`config.mk`:
```
export PLATFORM = sky130hd
export DESIGN_NAME = gray_ptr_counter
export DESIGN_NICKNAME = d
export VERILOG_FILES = /design/src/rtl/gcnt_pkg.sv /design/src/rtl/gcnt_ctrl.sv /design/src/rtl/gcnt_datapath.sv /design/src/rtl/gray_ptr_counter.sv
export SDC_FILE = /design/constraint.sdc
export NUM_CORES = 1
export LEC_CHECK = 0
export BUFFER_PORTS_ARGS = -buffer_cell sky130_fd_sc_hd__buf_2
export CAP_MARGIN = 20
export CORE_UTILIZATION = 51
export CTS_CLUSTER_DIAMETER = 30
export DETAILED_ROUTE_END_ITERATION = 12
export MAX_ROUTING_LAYER = met4
export PLACE_DENSITY = 0.76
export REMOVE_ABC_BUFFERS = 1
export SETUP_SLACK_MARGIN = 0.3
export SKIP_CTS_REPAIR_TIMING = 1
export SYNTH_ARGS = -nofsm -noshare
export SYNTH_HDL_FRONTEND = slang
export SYNTH_SLANG_ARGS = --single-unit
```
`constraint.sdc`:
```
create_clock -name clk -period 2.4 [get_ports clk]
set_clock_uncertainty 0.2 [all_clocks]
set_input_delay 0.24 -clock clk [delete_from_list [all_inputs] [get_ports clk]]
set_output_delay 0.24 -clock clk [all_outputs]
set_load 0.02 [all_outputs]
```
`src/rtl/gcnt_pkg.sv`:
```
package gcnt_pkg;

  // Strobes sent from the control decode to the counting datapath.
  typedef struct packed {
    logic clear;    // force both registers to zero
    logic advance;  // step the binary count by one
  } cntStrobe_t;

endpackage

```
`src/rtl/gcnt_ctrl.sv`:
```
module gcnt_ctrl
  import gcnt_pkg::*;
(
  input  logic       rst,
  input  logic       incEn,
  output cntStrobe_t strobe
);

  // Reset wins over the enable; the datapath never sees both strobes at once.
  always_comb begin
    strobe.clear   = rst;
    strobe.advance = incEn && !rst;
  end

endmodule

```
`src/rtl/gcnt_datapath.sv`:
```
module gcnt_datapath
  import gcnt_pkg::*;
#(
  parameter int WIDTH = 9
) (
  input  logic             clk,
  input  cntStrobe_t       strobe,
  output logic [WIDTH-1:0] binQ,
  output logic [WIDTH-1:0] grayQ
);

  localparam int TOP = WIDTH - 1;

  logic [WIDTH-1:0] binNext;
  logic [WIDTH-1:0] grayNext;

  // Binary next state: a plain adder, left to map onto a carry chain.
  always_comb begin
    if (strobe.clear)        binNext = '0;
    else if (strobe.advance) binNext = binQ + 1'b1;
    else                     binNext = binQ;
  end

  // The Gray register takes its value from the binary next state, so both
  // registers move on the same edge.
  generate
    for (genvar i = 0; i < TOP; i++) begin : g_grayBit
      assign grayNext[i] = binNext[i] ^ binNext[i+1];
    end
  endgenerate
  assign grayNext[TOP] = binNext[TOP];

  always_ff @(posedge clk) begin
    binQ  <= binNext;
    grayQ <= grayNext;
  end

  // Binary register steps by one on an advance strobe.
  assert_bin_step_R2: assert property (@(posedge clk) disable iff (strobe.clear)
    strobe.advance |=> binQ == WIDTH'($past(binQ) + 1'b1));

  // With no strobe, both registers stay put.
  assert_hold_R3: assert property (@(posedge clk) disable iff (strobe.clear)
    !strobe.advance |=> ($stable(binQ) && $stable(grayQ)));

  // Top bits of the two registers agree.
  assert_msb_match_R4: assert property (@(posedge clk) disable iff (strobe.clear)
    grayQ[TOP] == binQ[TOP]);

  // One Gray bit toggles per step, wrap included.
  assert_single_toggle_R6: assert property (@(posedge clk) disable iff (strobe.clear)
    strobe.advance |=> $countones(grayQ ^ $past(grayQ)) == 1);

endmodule

```
`src/rtl/gray_ptr_counter.sv`:
```
module gray_ptr_counter
  import gcnt_pkg::*;
#(
  parameter int WIDTH = 9
) (
  input  logic             clk,
  input  logic             rst,
  input  logic             incEn,
  output logic [WIDTH-1:0] binCount,
  output logic [WIDTH-1:0] grayCount
);

  cntStrobe_t strobe;

  gcnt_ctrl i_ctrl (
    .rst    (rst),
    .incEn  (incEn),
    .strobe (strobe)
  );

  gcnt_datapath #(.WIDTH(WIDTH)) i_datapath (
    .clk    (clk),
    .strobe (strobe),
    .binQ   (binCount),
    .grayQ  (grayCount)
  );

  // Reset clears both outputs on the next edge.
  assert_reset_clear_R1: assert property (@(posedge clk)
    rst |=> (binCount == '0 && grayCount == '0));

  // Reset beats a simultaneous enable.
  assert_reset_priority_R7: assert property (@(posedge clk)
    (rst && incEn) |=> binCount == '0);

endmodule

```
Word level (Yosys, flattened, before mapping)

Cells that the tools add are included.

Add/subtract/negate cells: 1
Reductions and logical operators: 2
Muxes and demuxes: 2
Bitwise logic cells: 8

Operators by type and width:

| kind                                        | number |
|---|---|
| 2-to-1 mux 9 bit                            | 2 |
| adder 9 x 1 -> 9 bit, second input constant | 1 |
| XOR 1 bit                                   | 8 |
| logical AND 1 bit                           | 1 |
| logical NOT 1 bit                           | 1 |

Register bits after elaboration: 18
Logic and storage cells: 15
Output and inout bits: 18
Input bits: 3

Depth between registers and ports, before layout

Word-level depth: 5
Depth in mapped cells: 6
Depth with buffers taken out: 5

Modules after synthesis

From an unflattened synthesis, not the netlist that was laid out.

Cell total of the unflattened synthesis: 96
Area, all modules: 924.6 um^2

Modules (own cells, without submodules):

| module        | area an instance (um^2) | instances | cells an instance |
|---|---|---|---|
| gcnt_datapath | 903.4                   | 1         | 94 |
| gcnt_ctrl     | 21.3                    | 1         | 2 |

Worst setup path after synthesis

Ideal clock, no wire load.

Kind: flip-flop to flip-flop
Start: register i_datapath.binQ[1]
End: register i_datapath.grayQ[7]
Stages on the path, launching flop included: 7
Setup slack: 466 ps
Data arrival time: 1,614 ps
Required time: 2,079 ps
Library setup time: 121 ps
Cell sequence: dfxtp_1 ha_1 clkbuf_1 nand3_1 nor3_2 mux2_4 xor2_1

Longest elaborated chain between the ends: 4

RTL lines:

| what                             | line                | text |
|---|---|---|
| from (decl)                      | gcnt_datapath.sv:8  | `output logic [WIDTH-1:0] binQ,` |
| from (signal assigned)           | gcnt_datapath.sv:34 | `binQ <= binNext;` |
| adder 9 x 1 -> 9 bit             | gcnt_datapath.sv:20 | `else if (strobe.advance) binNext = binQ + 1'b1;` |
| 2-to-1 mux 9 bit                 | gcnt_datapath.sv:20 |  |
| 2-to-1 mux 9 bit                 | gcnt_datapath.sv:19 | `if (strobe.clear) binNext = '0;` |
| named net i_datapath.binNext[8]  | gcnt_datapath.sv:14 | `logic [WIDTH-1:0] binNext;` |
| XOR 1 bit                        | gcnt_datapath.sv:28 | `assign grayNext[i] = binNext[i] ^ binNext[i+1];` |
| named net i_datapath.grayNext[7] | gcnt_datapath.sv:15 | `logic [WIDTH-1:0] grayNext;` |
| to (signal assigned)             | gcnt_datapath.sv:35 | `grayQ <= grayNext;` |
| to (decl)                        | gcnt_datapath.sv:9  | `output logic [WIDTH-1:0] grayQ` |

The timed path passes the listed nets, and every way through them passes these cells.

Worst setup path after layout

Start: register i_datapath.binQ[2]
End: register i_datapath.grayQ[7]

The elaborated chain is that of the path after synthesis.

==> run_results.csv <==
group,metric,value,unit
outcome,outcome,"finished, final reports clean",
route,drcViolationCount,0,
clocking,cts-htree-levels,1,
timing,worst_pin_slew,369,ps
clocking,clockBufferDepth,2,
setup_path,start_kind,"flop",
synthesis,syn-mean-instance-area,9.05,sq um
setup_path,worstPathMaxFanout,10,
route,avgRoutedWirePerCell,12.6,um
timing,slew_viol_final,0,
placement,port_buffers,20,
placement,dp_slack,392,ps
final_layout,regArea,343,sq um
timing,rsz0062_at_grt,"no",
global_route,grt_max_degree,19,
floorplan,die_area,1950,sq um
power_and_ir_drop,cellPowerDensity,509,nW/um^2
timing,fin_ws,505,ps
placement,finalWeightedCongestion,0.772,
clocking,cts_tree,"yes",
final_layout,layout-drive-gt1-share,0.296,
final_layout,multiInputGateArea,505,sq um
timing,min_period_over_period,0.790,
clocking,cts-root-buf,"clkbuf_4",
run,drv_cap,0,
timing,relSlewSlack,0.753,
synthesis,synth_top_area_share,0.376,
synthesis,synth.largest_area_cell,"dfxtp_1",
setup_path,arrival,1870,ps
timing,fmax,528,MHz
power_and_ir_drop,max-vdd-ir-drop,395,uV
route,route.vias.total,721,
synthesis,synth_warnings,0,
global_route,grt_overflow,0,
final_layout,layout.nets,120,
final_layout,fill_cells,164,
clocking,cts.clk_slew.worst_paths,90,ps
route,firstDrtPassIters,6,
placement,dp_hpwl,1160,um
clocking,clk_latency,290,ps
floorplan,coreArea,1580,sq um
synthesis,synth_seq_cells,17,
timing,min_period,1900,ps
floorplan,pin_count,21,
synthesis,synth_flop_cell,"dfxtp_1",
global_route,grt_pass1_vias,594,
setup_path,end_kind,"flop",
synthesis,syn_inst,100,
worst_hold_path,hp-class,"primary input to flop",
synthesis,ys_seq_area_frac,0.376,
setup_path,cp.required,2380,ps
final_layout,syn_to_final_growth,10.8,%
final_layout,diodes,0,
setup_path,critical_path_class,"flop to flop",
floorplan,rows,14,
timing,hold_viol,0,
placement,place_area,971,sq um
synthesis,synthArstFlopShare,0,
timing,fin_setup_tns,0,ps
synthesis,synth_cell_types,39,
route,drt_iter0_drc,19,
final_layout,fin_area,1000,sq um
synthesis,synthMostInstantiatedCell,"dfxtp_1",
route,drt_wl_total,1650,um
power_and_ir_drop,p_leak,0.000445,uW
global_route,antenna_found_initial,0,
clocking,numCtsBuffers,3,
global_route,track_usage,0.200,
route,ant_nets,0,
route,vias_per_cell,5.50,
timing,setup_viol,0,
synthesis,synthTopCellsByCount,"17 x dfxtp_1, 12 x nor2_1, 5 x nand2_1, 5 x xnor2_1, 5 x xor2_1",
final_layout,post-route-util,0.636,
floorplan,die_h,44.1,um
synthesis,synth_area_leaders,"dfxtp_1 38%, nor2_1 5.0%, xnor2_1 4.8%",
global_route,grt_first_pass_wirelength,2680,um
floorplan,start_util,0.574,
synthesis,synth_edf_count,0,
clocking,clock-sinks,17,
floorplan,die_w,44.1,um
synthesis,syn_area,905,sq um
registers in the layout (all words and copies together), names as in the netlist:
name / cells
i_datapath.binQ: 9
i_datapath.grayQ: 8
cell families (layout without fill, tap and decap cells):
family | after synthesis | after routing | synth area share
buffers and inverters | 11 | 26 | 0.0678
and+or+nand+nor | 41 | 41 | 0.270
DFF | 17 | 17 | 0.376
xor gates and xnor gates | 10 | 10 | 0.0968
AOI/OAI and AO/OA | 16 | 16 | 0.112
muxes | 4 | 4 | 0.0636
adders and majority gates | 1 | 1 | 0.0138
layout by cell type (no fill, tap or decap), types with 2 or more instances in the layout:
cell type / instances
a21boi_0: 2
a21oi_1: 4
and3_1: 2
buf_2: 20
clkbuf_4: 3
dfxtp_1: 15
dfxtp_2: 2
inv_1: 2
mux2i_1: 2
nand2_1: 5
nand3_1: 2
nor2_1: 12
nor2b_1: 2
nor3_1: 4
nor3b_1: 2
o21a_1: 2
o21ai_0: 4
xnor2_1: 5
xor2_1: 5
stage by stage:
step	total power, uW	std cells	hold slack [ps]
4_1_cts	513	131	106
3_5_place_dp	366	127	367
6_report	510	131	108
3_3_place_gp	365	127	351
2_1_floorplan	344	91	112
5_1_grt	539	131	117
cell type report:
| cell class | count | share of cell area |
|---|---|---|
| multi-input combinational | 72 | 0.504 |
| clock buffer | 4 | 0.0262 |
| timing repair buffer | 20 | 0.0999 |
| tap | 16 | 0.0200 |
| sequential | 17 | 0.342 |
| inverter | 2 | 0.00749 |
report_power, final:
part | switching, uW | internal [uW] | total [uW]
Sequential | 10.5 | 292 | 302
Combinational | 35.0 | 23.6 | 58.6
Clock | 85.0 | 64.7 | 150
path summary, 6_finish.rpt:
check,start,end,slack (ps),depth (start not counted)
setup / recovery,i_datapath.binQ[2],i_datapath.grayQ[7],500,4
setup reg to reg,i_datapath.binQ[2],i_datapath.grayQ[7],500,4
hold / removal,rst,i_datapath.binQ[5],110,2
hold reg to reg,i_datapath.binQ[7],i_datapath.binQ[7],380,1
layer usage:
layer / part of all wire / wire length (um) / up-vias / track usage
met1: 0.50 / 821 / 326 / 0.260
li1: - / - / 372 / -
met5: 0 / 0 / - / -
met4: 0.020 / 33 / 0 / 0.109
met2: 0.45 / 739 / 18 / 0.282
met3: 0.035 / 57 / 5 / 0.0490
critical path, stage by stage, from the launching register on:
cell      delay (ps)
dfxtp_1          520
nand4b_1         280
nor3_2           290
mux2_4           340
xor2_1           160
Note: power is estimated with default switching activity, not from simulation.
